===== src/rtl/fuse_rd_pkg.sv =====
`timescale 1ns/1ps
package fuse_rd_pkg;

    typedef enum logic [1:0] {
        PH_OFF  = 2'd0,
        PH_STBY = 2'd1,
        PH_BUSY = 2'd2,
        PH_DONE = 2'd3
    } phase_e;

    // register byte offsets that software decodes
    localparam int unsigned OFS_RDATA  = 32'h04;
    localparam int unsigned OFS_INDEX  = 32'h0C;
    localparam int unsigned OFS_MODE   = 32'h10;
    localparam int unsigned OFS_STATUS = 32'h14;

    // mode strobe bit positions
    localparam int unsigned MODE_PRG = 0;
    localparam int unsigned MODE_RD  = 1;
    localparam int unsigned MODE_CLR = 2;

    // status bit positions
    localparam int unsigned ST_PBUSY = 0;
    localparam int unsigned ST_RBUSY = 1;
    localparam int unsigned ST_STBY  = 2;
    localparam int unsigned ST_PROT  = 3;
    localparam int unsigned ST_DONE  = 4;

endpackage


===== src/rtl/fuse_rd_regif.sv =====
`timescale 1ns/1ps
module fuse_rd_regif
    import fuse_rd_pkg::*;
#(
    parameter int unsigned ADDR_W = 8,
    parameter int unsigned BUS_W  = 32,
    parameter int unsigned IDX_W  = 5,
    parameter int unsigned WORD_W = 16
) (
    input  logic              clk,
    input  logic              rst_n,
    input  logic              mod_en,
    input  logic              bus_wr,
    input  logic [ADDR_W-1:0] bus_addr,
    input  logic [BUS_W-1:0]  bus_wdata,
    input  logic              busy_i,
    input  logic              stby_i,
    input  logic              done_i,
    input  logic              prot_i,
    input  logic [WORD_W-1:0] word_i,
    output logic              rd_stb,
    output logic              clr_stb,
    output logic [IDX_W-1:0]  idx_o,
    output logic [BUS_W-1:0]  bus_rdata
);

    localparam logic [ADDR_W-1:0] A_RDATA  = ADDR_W'(OFS_RDATA);
    localparam logic [ADDR_W-1:0] A_INDEX  = ADDR_W'(OFS_INDEX);
    localparam logic [ADDR_W-1:0] A_MODE   = ADDR_W'(OFS_MODE);
    localparam logic [ADDR_W-1:0] A_STATUS = ADDR_W'(OFS_STATUS);

    typedef struct packed {
        logic [IDX_W-1:0] idx;
    } rif_t;

    rif_t rif_d, rif_q;
    logic wr_ok;
    logic mode_wr;
    logic unused_wbits;

    assign unused_wbits = ^bus_wdata;

    assign wr_ok   = bus_wr & mod_en;
    assign mode_wr = wr_ok && (bus_addr == A_MODE);
    assign rd_stb  = mode_wr && bus_wdata[MODE_RD];
    assign clr_stb = mode_wr && bus_wdata[MODE_CLR];

    always_comb begin
        rif_d = rif_q;
        if (wr_ok && (bus_addr == A_INDEX)) begin
            rif_d.idx = bus_wdata[IDX_W-1:0];
        end
    end

    always_ff @(posedge clk or negedge rst_n) begin
        if (!rst_n) begin
            rif_q.idx <= '0;
        end else begin
            rif_q <= rif_d;
        end
    end

    assign idx_o = rif_q.idx;

    always_comb begin
        bus_rdata = '0;
        case (bus_addr)
            A_RDATA:  bus_rdata = BUS_W'(word_i);
            A_INDEX:  bus_rdata = BUS_W'(rif_q.idx);
            A_STATUS: begin
                bus_rdata[ST_PBUSY] = 1'b0;
                bus_rdata[ST_RBUSY] = busy_i;
                bus_rdata[ST_STBY]  = stby_i;
                bus_rdata[ST_PROT]  = prot_i;
                bus_rdata[ST_DONE]  = done_i;
            end
            default:  bus_rdata = '0;
        endcase
    end

endmodule


===== src/rtl/fuse_rd_seq.sv =====
`timescale 1ns/1ps
module fuse_rd_seq
    import fuse_rd_pkg::*;
#(
    parameter int unsigned IDX_W   = 5,
    parameter int unsigned WORD_W  = 16,
    parameter int unsigned ACC_CYC = 8
) (
    input  logic              clk,
    input  logic              rst_n,
    input  logic              mod_en,
    input  logic              prot_i,
    input  logic              rd_stb,
    input  logic              clr_stb,
    input  logic [IDX_W-1:0]  idx_i,
    input  logic [WORD_W-1:0] fz_q,
    output logic [IDX_W-1:0]  fz_addr,
    output logic              fz_rden,
    output logic              busy_o,
    output logic              stby_o,
    output logic              done_o,
    output logic              prot_o,
    output logic [WORD_W-1:0] word_o
);

    localparam int unsigned CNT_W = (ACC_CYC > 1) ? $clog2(ACC_CYC) : 1;
    localparam logic [CNT_W-1:0] CNT_LAST = CNT_W'(ACC_CYC - 1);

    typedef struct packed {
        phase_e            ph;
        logic [CNT_W-1:0]  cnt;
        logic [IDX_W-1:0]  cap;
        logic [WORD_W-1:0] word;
        logic              prot;
    } seq_t;

    seq_t seq_d, seq_q;

    always_comb begin
        seq_d      = seq_q;
        seq_d.prot = prot_i;
        if (!mod_en) begin
            seq_d.ph = PH_OFF;
        end else begin
            case (seq_q.ph)
                PH_OFF: begin
                    seq_d.ph = PH_STBY;
                end
                PH_STBY: begin
                    if (rd_stb) begin
                        seq_d.ph  = PH_BUSY;
                        seq_d.cnt = '0;
                        seq_d.cap = idx_i;
                    end
                end
                PH_BUSY: begin
                    if (seq_q.cnt == CNT_LAST) begin
                        seq_d.word = fz_q;
                        seq_d.ph   = PH_DONE;
                    end else begin
                        seq_d.cnt = seq_q.cnt + 1'b1;
                    end
                end
                PH_DONE: begin
                    if (clr_stb) begin
                        seq_d.ph = PH_STBY;
                    end
                end
                default: seq_d.ph = PH_OFF;
            endcase
        end
    end

    always_ff @(posedge clk or negedge rst_n) begin
        if (!rst_n) begin
            seq_q.ph   <= PH_OFF;
            seq_q.cnt  <= '0;
            seq_q.cap  <= '0;
            seq_q.word <= '0;
            seq_q.prot <= 1'b0;
        end else begin
            seq_q <= seq_d;
        end
    end

    assign busy_o  = (seq_q.ph == PH_BUSY);
    assign stby_o  = (seq_q.ph == PH_STBY);
    assign done_o  = (seq_q.ph == PH_DONE);
    assign prot_o  = seq_q.prot;
    assign word_o  = seq_q.word;
    assign fz_addr = seq_q.cap;
    assign fz_rden = busy_o;

endmodule


===== src/rtl/fuse_rd_ctrl.sv =====
`timescale 1ns/1ps
module fuse_rd_ctrl #(
    parameter int unsigned N_WORDS = 32,
    parameter int unsigned WORD_W  = 16,
    parameter int unsigned BUS_W   = 32,
    parameter int unsigned ADDR_W  = 8,
    parameter int unsigned ACC_CYC = 8,
    localparam int unsigned IDX_W  = $clog2(N_WORDS)
) (
    input  logic              clk,
    input  logic              rst_n,
    input  logic              mod_en,
    input  logic              prot_i,
    input  logic              bus_wr,
    input  logic [ADDR_W-1:0] bus_addr,
    input  logic [BUS_W-1:0]  bus_wdata,
    output logic [BUS_W-1:0]  bus_rdata,
    output logic [IDX_W-1:0]  fz_addr,
    output logic              fz_rden,
    input  logic [WORD_W-1:0] fz_q
);

    logic              rd_stb;
    logic              clr_stb;
    logic [IDX_W-1:0]  idx_q;
    logic              s_busy;
    logic              s_stby;
    logic              s_done;
    logic              s_prot;
    logic [WORD_W-1:0] s_word;

    fuse_rd_regif #(
        .ADDR_W (ADDR_W),
        .BUS_W  (BUS_W),
        .IDX_W  (IDX_W),
        .WORD_W (WORD_W)
    ) u_regif (
        .clk       (clk),
        .rst_n     (rst_n),
        .mod_en    (mod_en),
        .bus_wr    (bus_wr),
        .bus_addr  (bus_addr),
        .bus_wdata (bus_wdata),
        .busy_i    (s_busy),
        .stby_i    (s_stby),
        .done_i    (s_done),
        .prot_i    (s_prot),
        .word_i    (s_word),
        .rd_stb    (rd_stb),
        .clr_stb   (clr_stb),
        .idx_o     (idx_q),
        .bus_rdata (bus_rdata)
    );

    fuse_rd_seq #(
        .IDX_W   (IDX_W),
        .WORD_W  (WORD_W),
        .ACC_CYC (ACC_CYC)
    ) u_seq (
        .clk     (clk),
        .rst_n   (rst_n),
        .mod_en  (mod_en),
        .prot_i  (prot_i),
        .rd_stb  (rd_stb),
        .clr_stb (clr_stb),
        .idx_i   (idx_q),
        .fz_q    (fz_q),
        .fz_addr (fz_addr),
        .fz_rden (fz_rden),
        .busy_o  (s_busy),
        .stby_o  (s_stby),
        .done_o  (s_done),
        .prot_o  (s_prot),
        .word_o  (s_word)
    );

endmodule


===== config.mk =====
export PLATFORM = sky130hd
export DESIGN_NAME = fuse_rd_ctrl
export DESIGN_NICKNAME = d
export VERILOG_FILES = /design/src/rtl/fuse_rd_pkg.sv /design/src/rtl/fuse_rd_regif.sv /design/src/rtl/fuse_rd_seq.sv /design/src/rtl/fuse_rd_ctrl.sv
export SDC_FILE = /design/constraint.sdc
export NUM_CORES = 1
export LEC_CHECK = 0
export ABC_AREA = 1
export BUFFER_PORTS_ARGS = -buffer_cell sky130_fd_sc_hd__buf_2
export CORE_MARGIN = 3
export CORE_UTILIZATION = 51
export CTS_BUF_LIST = sky130_fd_sc_hd__clkbuf_16
export CTS_CLUSTER_DIAMETER = 100
export CTS_CLUSTER_SIZE = 24
export DETAILED_ROUTE_END_ITERATION = 12
export GPL_ROUTABILITY_DRIVEN = 1
export GPL_TIMING_DRIVEN = 0
export MAX_ROUTING_LAYER = met4
export PLACE_DENSITY = 0.86
export SLEW_MARGIN = 5
export SYNTH_ARGS = -nofsm -noshare
export SYNTH_HDL_FRONTEND = slang
export SYNTH_HIERARCHICAL = 1
export SYNTH_SLANG_ARGS = --single-unit

===== constraint.sdc =====
create_clock -name clk -period 3.8 [get_ports clk]
set_input_delay 0 -clock clk [delete_from_list [all_inputs] [get_ports clk]]
set_output_delay 0 -clock clk [all_outputs]
set_load 0.005 [all_outputs]

# Word level (Yosys, flattened, before mapping)
# Cells that the tools add are included.
[op_classes]
add_sub_neg = 1
eq_ne = 13
muxes = 9
bitwise = 1
n_reduce_logical = 10
[op_table]
columns = ["operator", "n"]
rows = [
  ["8-bit by 5-bit == test with 1-bit output, second input constant", 2],
  ["5-bit one-hot mux with 3 select lines", 1],
  ["11-bit 2-to-1 mux", 1],
  ["10-bit 2-to-1 mux", 1],
  ["3-bit AND reduction", 3],
  ["8-bit by 3-bit == test with 1-bit output, second input constant", 1],
  ["8-bit by 4-bit == test with 1-bit output, second input constant", 1],
  ["2-bit one-hot mux with 4 select lines", 1],
  ["2-bit 2-to-1 mux", 3],
  ["3-bit inequality test, second input constant", 2],
  ["3-bit one-hot mux with 2 select lines", 1],
  ["2-bit == test, second input constant", 2],
  ["1-bit logical AND", 4],
  ["2-bit inequality test, second input constant", 2],
  ["4-bit AND reduction", 1],
  ["3-bit by 1-bit adder with 3-bit output, second input constant", 1],
  ["3-bit == test, second input constant", 1],
  ["3-bit 2-to-1 mux", 1],
  ["3-bit by 2-bit inequality test with 1-bit output, second input constant", 1],
  ["2-bit by 1-bit == test with 1-bit output, second input constant", 1],
  ["2-bit logical NOT", 1],
  ["2-bit nonzero test", 1],
  ["1-bit AND", 1],
]
[word_totals]
reg_bits = 32
input_bits = 61
output_inout_bits = 38
elab_cells = 40

# Longest topological paths before layout
# Gate-level depths: netlist of run 1.
[logic_depth]
depth_word = 6
ltp_mapped = 10
depth_no_buf = 10

# Modules after synthesis
# The synthesis of run 1 kept the hierarchy.
[modules_own_cells]
columns = ["module", "instances", "cells_each", "area_per_inst_um2", "seq_area_each_um2"]
rows = [
  ["fuse_rd_seq", 1, 167, 1496.4, 675.6],
  ["fuse_rd_regif", 1, 111, 710.7, 125.1],
]

# Worst setup path before layout of run 1
# OpenSTA, ideal clock, no wires.
[synth_timing]
path_type = "input to register"
start = "in bus_wr"
end = "reg u_seq/seq_q[22] in the netlist's numbering"
setup_ns = 0.116
arrival_ns = 1.179
t_required_ns = 3.684
slack_ns = 2.504
path_stages = 9
n_path_buf = 0
cell_sequence = "nand2_1 -> inv_1 -> nand3_1 -> nor3b_1 -> inv_1 -> a21oi_2 -> nand2_2 -> nand2_1 -> nand2_1"
[synth_between]
elab_chain_len = 5
[synth_rtl]
columns = ["element", "line", "source"]
rows = [
  ["from (decl)", "fuse_rd_ctrl.sv:14", "input logic bus_wr,"],
  ["1-bit AND", "fuse_rd_regif.sv:43", "assign wr_ok = bus_wr & mod_en;"],
  ["1-bit logical AND", "fuse_rd_regif.sv:44", "assign mode_wr = wr_ok && (bus_addr == A_MODE);"],
  ["1-bit logical AND", "fuse_rd_regif.sv:45", "assign rd_stb = mode_wr && bus_wdata[MODE_RD];"],
  ["net rd_stb", "fuse_rd_ctrl.sv:23", "logic rd_stb;"],
  ["2-bit inequality test (no source line)", "n/a", ""],
  ["4-bit AND reduction (no source line)", "n/a", ""],
  ["to (signal assigned)", "fuse_rd_seq.sv:82", "seq_q <= seq_d;"],
  ["to (decl)", "fuse_rd_seq.sv:37", "seq_t seq_d, seq_q;"],
]
# The timed path passes the listed nets, and every way through them passes these cells.
# A chain may end at the register's enable or synchronous reset.

# Worst setup path after layout of run 1
[layout_timing]
start = "in bus_wdata[1]"
end = "reg u_seq/seq_q[22] in the netlist's numbering"
[layout_between]
elab_chain_len = 3
[layout_rtl]
columns = ["element", "line", "source"]
rows = [
  ["from (decl)", "fuse_rd_ctrl.sv:16", "input logic [BUS_W-1:0] bus_wdata,"],
  ["1-bit logical AND", "fuse_rd_regif.sv:45", ""],
  ["net rd_stb", "fuse_rd_ctrl.sv:23", ""],
  ["2-bit inequality test (no source line)", "n/a", ""],
  ["4-bit AND reduction (no source line)", "n/a", ""],
]
# The timed path passes the listed nets, and every way through them passes these cells.

==> results by group, run 1 <==
Status
  – Outcome: finished, final reports clean

Timing
  – Setup Skew: between 0.002 and 0.0025 ns
  – Worst Tran Pin Value: a little over 0.7 ns
  – Max_slew headroom: 0.5243
  – # setup viols final: 0
  – Setup repair after global routing missed its margin: no
  – Smallest setup slack after layout: around 2.3 ns
  – Final-report max-slew violation count: 0
  – Highest clock rate: 651.7 MHz
  – Final count of hold timing violations: 0
  – Share of the cycle needed by the critical path after routing: 0.4038
  – Accumulated negative setup slack: 0 ns
  – Final worst path period need: 1.534 ns

Layout
  – Count of placed standard cells in the final layout, fillers left out: 428
  – Layout area overhead: 34.35%
  – Fraction of final layout cells with drive strength greater than 1: 0.3862
  – Layout filler cell count: about 320
  – Ant. Diodes: 0
  – # nets final: approximately 450
  – Post-route cell area: around 0.003 mm²

Logic synthesis
  – Post-synthesis instance area: 0.002207 mm²
  – Fraction of the mapped netlist area in simple logic gates: 0.2772
  – Multiplexer fraction of the synthesized cell area: 0
  – Post-synthesis average cell area: approximately 7.9 µm²
  – Yosys cell types: 23
  – Mapped Cells: ~280
  – Total of flip-flops plus latches after synthesis: 32
  – Share of the synthesized area in compound gates (AO/OA/AOI/OAI): 0.08107
  – Adder and majority cell fraction of the synthesized area: 0.03401
  – XOR/XNOR share of the synthesized area: 0
  – Dominant combinational cell family by area after synthesis: simple AND/OR/NAND/NOR gates
  – Fraction of the yosys area taken by sequential cells: 0.3628
  – YS warnings: 6

Drt
  – Drt via density: approximately 4.5
  – Number of iterations in the first detailed-routing pass: 4
  – Post-route DRC: 0
  – Antenna-violating nets left: 0
  – Routed wire length: around 4.6 mm
  – Vias: 1941
  – Drt initial violations: 71
  – Average detailed-routed wire length per instance: between 10 and 15 µm

Global routing
  – Vias in the first global route: ~1800
  – Initial antenna violation count: 0
  – Largest net degree at the start of global routing: 33
  – Wire length of the first global-routing pass: 7.631 mm
  – All-Layer GR Usage: 0.1961
  – Aggregate global routing overflow: 0

Job
  – Number of violations of the max-capacitance limit: 0

Hold path
  – Class of the tightest hold or removal check: input port to flop

Pwr
  – Leak: 1.677 nW
  – Pwr/cell area: 274.4 mW/mm²
  – Highest ir drop seen on vdd: approximately 0.17 mV
  – Total power draw: around 0.81 mW

Setup path
  – Cell with the most instances on the worst path: sky130_fd_sc_hd__nand2_1
  – Kind of start point of the critical path: input port
  – Count of buffering cells on the critical path with inverters included: 3
  – Worst Path Max Fanout: 4
  – Nature of the critical path endpoint: flop
  – Type of the worst setup path: input port to flop
  – Sequence of cells on the critical path: dlygate4sd3_1 > buf_2 > nor3b_1 > inv_1 > a21oi_2 > nand2_2 > nand2_1 > nand2_1
  – Critical path arrival: ~1.7 ns
  – Peak per-stage delay on the critical path: between 0.5 and 0.6 ns
  – Data required time of the worst path: between 3 and 4 ns
  – Slowest cell on crit path: sky130_fd_sc_hd__dlygate4sd3_1
  – Kind of cell with the highest combined delay on the critical path: buffers and inverters

Clock tree
  – Register clock-pin slew on the reported worst setup and hold paths: 0.05 ns
  – Cell chosen for the clock root: sky130_fd_sc_hd__clkbuf_16
  – Post-CTS setup repair buffer count: 0
  – Clock Sink Count: 32
  – Number of buffers inserted for hold repair after clock tree synthesis: 23
  – Level count of the clock H-tree: 2
  – TritonCTS clock tree: done
  – Clock buffer depth: 2
  – Worst-skew pair later-pin latency: 0.27 ns
  – Cts bufs inserted: 5
  – Number of cells upsized or downsized after cts: 0

Placed design
  – DP Worst Slack: between 2 and 2.5 ns
  – Number of instances in the placed design: 398
  – Half-perimeter wire length after placement: ~3.3 mm
  – GPL Wtd Cong: 0.8186
  – I/O Buffers: 55
  – Placed cell areas: approximately 0.0026 mm²

Floorplanning
  – Area inside the core boundary: about 0.0041 mm²
  – Die area: between 0.005 and 0.006 mm²
  – Initial Utilization: 0.5401
  – Die Height: between 70 and 80 µm
  – I/O pins: 99
  – Number of placement rows: 23
  – Die span in x: roughly 72 µm
==> where the power goes <==
| part | switching [mW] | internal [mW] |
|---|---|---|
| Combinational | 0.0501 | 0.0509 |
| Sequential | 0.00348 | 0.345 |
| Clock | 0.130 | 0.234 |
==> cell usage in the layout, fill, tap and decap left out, types with 2 or more instances in the layout <==
cell type / count
sky130_fd_sc_hd__nand2_1: 58
sky130_fd_sc_hd__nand2_2: 4
sky130_fd_sc_hd__nand3_1: 29
sky130_fd_sc_hd__clkbuf_16: 5
sky130_fd_sc_hd__dfrtp_1: 32
sky130_fd_sc_hd__inv_1: 49
sky130_fd_sc_hd__nor3b_1: 2
sky130_fd_sc_hd__o21ai_0: 5
sky130_fd_sc_hd__buf_4: 39
sky130_fd_sc_hd__nand3_4: 2
sky130_fd_sc_hd__ha_1: 6
sky130_fd_sc_hd__conb_1: 16
sky130_fd_sc_hd__nor2_2: 13
sky130_fd_sc_hd__buf_2: 55
sky130_fd_sc_hd__o21ai_2: 16
sky130_fd_sc_hd__inv_2: 2
sky130_fd_sc_hd__nor2_1: 8
sky130_fd_sc_hd__buf_6: 5
sky130_fd_sc_hd__dlygate4sd3_1: 23
sky130_fd_sc_hd__nand3b_1: 2
==> routing by layer <==
metal  share of wire  global-route usage  vias up  wire length (µm)
li1                -                   -      991                 -
met3           0.059             0.05049        8               272
met1            0.40              0.2238      881              1841
met4           0.015             0.05219        0                68
met2            0.53              0.3408       61              2417
met5               0                   -        -                 0
==> through the flow <==
stage,utilization,hold slack (ns)
after floorplan,-,-0.2956
after global placement,0.6366,0.08762
after detailed placement,0.6366,0.09313
after CTS,0.7257,0.1448
after global routing,0.7257,0.2042
final,0.7257,0.1542
==> cells in the mapped netlist <==
cell type | count | share of area
sky130_fd_sc_hd__a21oi_1 | 1 | 0.0023
sky130_fd_sc_hd__ha_1 | 6 | 0.034
sky130_fd_sc_hd__o21ai_0 | 5 | 0.011
sky130_fd_sc_hd__buf_6 | 5 | 0.026
sky130_fd_sc_hd__nand3_1 | 29 | 0.066
sky130_fd_sc_hd__inv_1 | 48 | 0.082
sky130_fd_sc_hd__dfrtp_1 | 32 | 0.36
sky130_fd_sc_hd__nand2_4 | 1 | 0.0051
sky130_fd_sc_hd__conb_1 | 1 | 0.0017
sky130_fd_sc_hd__inv_2 | 2 | 0.0034
sky130_fd_sc_hd__nand3_2 | 1 | 0.0045
sky130_fd_sc_hd__nor3b_1 | 2 | 0.0068
sky130_fd_sc_hd__nand3b_1 | 2 | 0.0068
sky130_fd_sc_hd__nor2_1 | 8 | 0.014
sky130_fd_sc_hd__nand2_1 | 58 | 0.099
sky130_fd_sc_hd__nor2_2 | 13 | 0.037
sky130_fd_sc_hd__a21oi_2 | 1 | 0.0040
sky130_fd_sc_hd__nand2_2 | 4 | 0.011
sky130_fd_sc_hd__nand3_4 | 2 | 0.016
sky130_fd_sc_hd__o21ai_2 | 16 | 0.063
sky130_fd_sc_hd__buf_4 | 39 | 0.13
sky130_fd_sc_hd__nor2_8 | 1 | 0.0091
sky130_fd_sc_hd__nand4_1 | 1 | 0.0028
==> flip-flops by register name, summed over array words and instances, names as in the netlist <==
| signal | count |
|---|---|
| u_seq/fz_addr | 5 |
| u_seq/word_o | 16 |
| u_seq/seq_q | 5 |
| u_regif/idx_o | 5 |
| u_seq/prot_o | 1 |
==> kinds of logic after synthesis <==
| group | after synthesis |
|---|---|
| AND/OR/NAND/NOR | 122 |
| AO/OA/AOI/OAI | 23 |
| flip-flops | 32 |
| buffers and inverters | 94 |
| other | 1 |
| adder cells (fa/ha/maj) | 6 |
==> worst paths after layout <==
check	startpoint	to	slack, ns	cells past startpoint
max	bus_wdata[1]	u_seq/seq_q[22]$_DFFE_PN0P_	2.27	8
min	bus_addr[0]	u_regif/idx_o[2]$_DFFE_PN0P_	0.15	6
max reg2reg	u_seq/seq_q[25]$_DFFE_PN0P_	u_seq/word_o[5]$_DFFE_PN0P_	2.33	6
min reg2reg	u_seq/word_o[13]$_DFFE_PN0P_	u_seq/word_o[13]$_DFFE_PN0P_	0.48	2
max in group asynchronous	rst_n	u_seq/seq_q[23]$_DFFE_PN0P_	3.01	2
min in group asynchronous	rst_n	u_seq/fz_addr[0]$_DFFE_PN0P_	0.33	2
==> area by class of cell <==
type	count	area, µm²	share of cell area
inverter	50	187.7	0.06329
clock inverter	2	8.758	0.002954
multi-input combinational	167	925.9	0.3122
buffer	44	349.1	0.1177
timing repair buffer	78	505.5	0.1705
clock buffer	5	125.1	0.04219
tap	50	62.56	0.02110
sequential	32	800.8	0.2700
==> worst min-delay path, stage by stage <==
cell	delay, ns
sky130_fd_sc_hd__buf_2	0.09
sky130_fd_sc_hd__nor2_1	0.05
sky130_fd_sc_hd__nand2_1	0.08
sky130_fd_sc_hd__nor2_2	0.07
sky130_fd_sc_hd__nand3_1	0.06
sky130_fd_sc_hd__nand2_1	0.05
No activity file was read; power rests on OpenSTA's default activity.
==> run 2, diff against run 1 <==
--- a/config.mk
+++ b/config.mk
@@ -8,7 +8,7 @@
 export ABC_AREA = 1
 export BUFFER_PORTS_ARGS = -buffer_cell sky130_fd_sc_hd__buf_2
 export CORE_MARGIN = 3
-export CORE_UTILIZATION = 51
+export CORE_UTILIZATION = 47
 export CTS_BUF_LIST = sky130_fd_sc_hd__clkbuf_16
 export CTS_CLUSTER_DIAMETER = 100
 export CTS_CLUSTER_SIZE = 24
@@ -16,7 +16,7 @@
 export GPL_ROUTABILITY_DRIVEN = 1
 export GPL_TIMING_DRIVEN = 0
 export MAX_ROUTING_LAYER = met4
-export PLACE_DENSITY = 0.86
+export PLACE_DENSITY = 0.8
 export SLEW_MARGIN = 5
 export SYNTH_ARGS = -nofsm -noshare
 export SYNTH_HDL_FRONTEND = slang
==> constraint.sdc (replaced) <==
create_clock -name clk -period 1.5 [get_ports clk]
set_input_delay 0 -clock clk [delete_from_list [all_inputs] [get_ports clk]]
set_output_delay 0 -clock clk [all_outputs]
set_load 0.005 [all_outputs]
==> results by group, run 2 (synthesis results as in run 1) <==
Clock tree
  – Clock buffer depth: 2 (unchanged)
  – Level count of the clock H-tree: 2 (unchanged)
  – Register clock-pin slew on the reported worst setup and hold paths: 0.05 ns (about the same)
  – TritonCTS clock tree: done
  – Worst-skew pair later-pin latency: 0.27 ns (about the same)
  – Post-CTS setup repair buffer count: 0 (unchanged)
  – Cell chosen for the clock root: sky130_fd_sc_hd__clkbuf_16
  – Clock Sink Count: 32 (unchanged)
  – Cts bufs inserted: 5 (unchanged)

Setup path
  – Launching point of the worst reg2reg path: u_seq/seq_q[22]$_DFFE_PN0P_
  – Nature of the critical path endpoint: flop
  – Kind of start point of the critical path: flop
  – Critical path arrival: 1.57 ns (-0.12 ns)
  – Data required time of the worst path: 1.66 ns (-2.30 ns)
  – CP startpoint: u_seq/seq_q[22]$_DFFE_PN0P_
  – Worst Path Max Fanout: 4 (unchanged)
  – Type of the worst setup path: flop to flop

Drt
  – Routed wire length: 4.683 mm (+1.8%)
  – Number of iterations in the first detailed-routing pass: 4 (unchanged)
  – Uppermost metal layer occupied by signal nets: met4
  – Total met2 wirelength after detailed routing: 2.438 mm (+0.87%)
  – Met3 routed wirelength: 213 µm (-22%)
  – Average detailed-routed wire length per instance: 10.89 µm (+1.4%)
  – Drt initial violations: 91 (+28%)
  – Drt via density: 4.374 (-3.5%)
  – Vias: 1881 (-3.1%)
  – Antenna-violating nets left: 0 (unchanged)
  – Post-route DRC: 0 (unchanged)
  – DRT met1 WL: 1.965 mm (+6.7%)

Status
  – Outcome: finished, violations left
  – Violated checks: hold timing

Layout
  – Max reg flops: 16 (unchanged)
  – Fraction of final layout cells with drive strength greater than 1: 0.3942 (+0.007937)
  – Layout area overhead: 35.77%
  – # nets final: 444 (-0.22%)
  – Post-layout utilization of the core: 0.6743 (-0.05139)
  – Ant. Diodes: 0 (unchanged)
  – Count of placed standard cells in the final layout, fillers left out: 430 (+0.47%)
  – Commonest non-fill, non-tap cell in the layout: sky130_fd_sc_hd__nand2_1
  – Layout filler cell count: 392 (+23%)
  – Commonest cells after routing, fill and taps aside: sky130_fd_sc_hd__nand2_1, sky130_fd_sc_hd__buf_2, sky130_fd_sc_hd__inv_1

Hold path
  – Hold Crit Start: bus_wdata[1]
  – Class of the tightest hold or removal check: input port to flop

Timing
  – Final count of hold timing violations: 1 (+1)
  – Max_slew headroom: 0.5322 (+0.007891)
  – Accumulated negative setup slack: 0 ns (unchanged)
  – Worst Tran Pin Value: 0.7018 ns (-0.01184 ns)
  – Post-Route Hold Slack: -0.001244 ns (-0.1554 ns)
  – Final worst path period need: about 1.4 ns
  – Highest clock rate: roughly 710 MHz
  – Setup repair after global routing missed its margin: no
  – Setup Skew: 0.003702 ns (+0.001470 ns)
  – # setup viols final: 0 (unchanged)
  – Smallest setup slack after layout: 0.09577 ns (-2.170 ns)
  – Share of the cycle needed by the critical path after routing: 0.9362
  – Final-report max-slew violation count: 0 (unchanged)

Pwr
  – Leak: 1.677 nW (about the same)
  – Highest ir drop seen on vdd: 0.6292 mV (+270%)
  – Pwr/cell area: 750.8 mW/mm² (+170%)

Global routing
  – Initial antenna violation count: 0 (unchanged)
  – All-Layer GR Usage: 0.1892 (-0.006943)
  – Largest net degree at the start of global routing: 33 (unchanged)
  – Aggregate global routing overflow: 0 (unchanged)
  – Vias in the first global route: 1807 (+3.0%)
  – Wire length of the first global-routing pass: 7.686 mm (+0.72%)

Floorplanning
  – Initial Utilization: 0.4966 (-0.04349)
  – Die area: 0.005554 mm² (+7.8%)
  – I/O pins: 99 (unchanged)
  – Die Height: 74.53 µm (+3.8%)
  – Die span in x: 74.53 µm (+3.8%)
  – Number of placement rows: 24 (+4.3%)
  – Area inside the core boundary: 0.004444 mm² (+8.8%)

Placed design
  – I/O Buffers: 55 (unchanged)
  – DP Worst Slack: -0.1605 ns (-2.269 ns)
  – Number of instances in the placed design: 400 (+0.50%)
  – GPL Wtd Cong: 0.8120 (-0.81%)
  – Half-perimeter wire length after placement: 3.381 mm (+2.5%)

Job
  – Number of violations of the max-capacitance limit: 0 (unchanged)
## run 2: cell types whose count changed in the layout (fill, tap and decap cells not counted), sizes merged
cell         before  now
dlygate4sd3      23   22
clkinv            1    2
bufinv            0    1
inv              51   50
## run 2: worst max-delay path, stage by stage (launching register included)
cell,delay [ns]
sky130_fd_sc_hd__dfrtp_1,0.40
sky130_fd_sc_hd__ha_1,0.21
sky130_fd_sc_hd__ha_2,0.19
sky130_fd_sc_hd__inv_1,0.09
sky130_fd_sc_hd__nand2_1,0.08
sky130_fd_sc_hd__nand2_2,0.12
sky130_fd_sc_hd__nand2_2,0.08
sky130_fd_sc_hd__nand2_1,0.07
sky130_fd_sc_hd__nand2_1,0.05
## run 2: routing by layer
metal / GRT usage / vias up
met5: - / -
met3: 0.04189 / 6
met4: 0.07115 / 0
li1: - / 999
met2: 0.3268 / 43
met1: 0.2125 / 833
## run 2: cell type report
class / count / area (µm²) / area share
Tap cell: 52 / 65.06 / 0.02171
Clock inverter: 3 / 37.54 / 0.01253
Inverter: 50 / 187.7 / 0.06263
Sequential cell: 32 / 800.8 / 0.2672
Clock buffer: 5 / 125.1 / 0.04175
Timing Repair Buffer: 77 / 495.5 / 0.1653
Multi-Input combinational cell: 167 / 935.9 / 0.3123
Buffer: 44 / 349.1 / 0.1165
## run 2: repair_timing
action | 4_1_cts | 5_1_grt
endpoints found under the setup margin | 1 | 3
cloned | 0 | 0
resized for setup | 1 | 2
pin swaps | 0 | 1
hold buffers | 22 | 0
hold endpoints to repair | 53 | 0
## run 2: stage by stage
| step | cell area, µm² | total power [mW] |
|---|---|---|
| after floorplan | 2263 | 1.021 |
| after global placement | 2604 | 1.097 |
| after detailed placement | 2604 | 1.103 |
| after CTS | 2989 | 2.272 |
| after global routing | 2997 | 2.356 |
| final | 2997 | 2.250 |
## run 2: worst paths after layout
check | slack [ns] | to | cells after the start
max in group asynchronous | 0.74 | u_regif/idx_o[4]$_DFFE_PN0P_ | 2
setup / recovery | 0.1 | u_seq/seq_q[22]$_DFFE_PN0P_ | 8
hold reg to reg | 0.48 | u_seq/word_o[15]$_DFFE_PN0P_ | 2
setup reg to reg | 0.1 | u_seq/seq_q[22]$_DFFE_PN0P_ | 8
min in group asynchronous | 0.31 | u_seq/word_o[12]$_DFFE_PN0P_ | 2
hold / removal | -0.001 | u_regif/idx_o[1]$_DFFE_PN0P_ | 3
## run 2: power breakdown
| part | switching [mW] | internal (mW) |
|---|---|---|
| Combinational | 0.127 | 0.127 |
| Sequential | 0.00841 | 0.873 |
| Clock | 0.345 | 0.770 |
| Total | 0.480 | 1.77 |
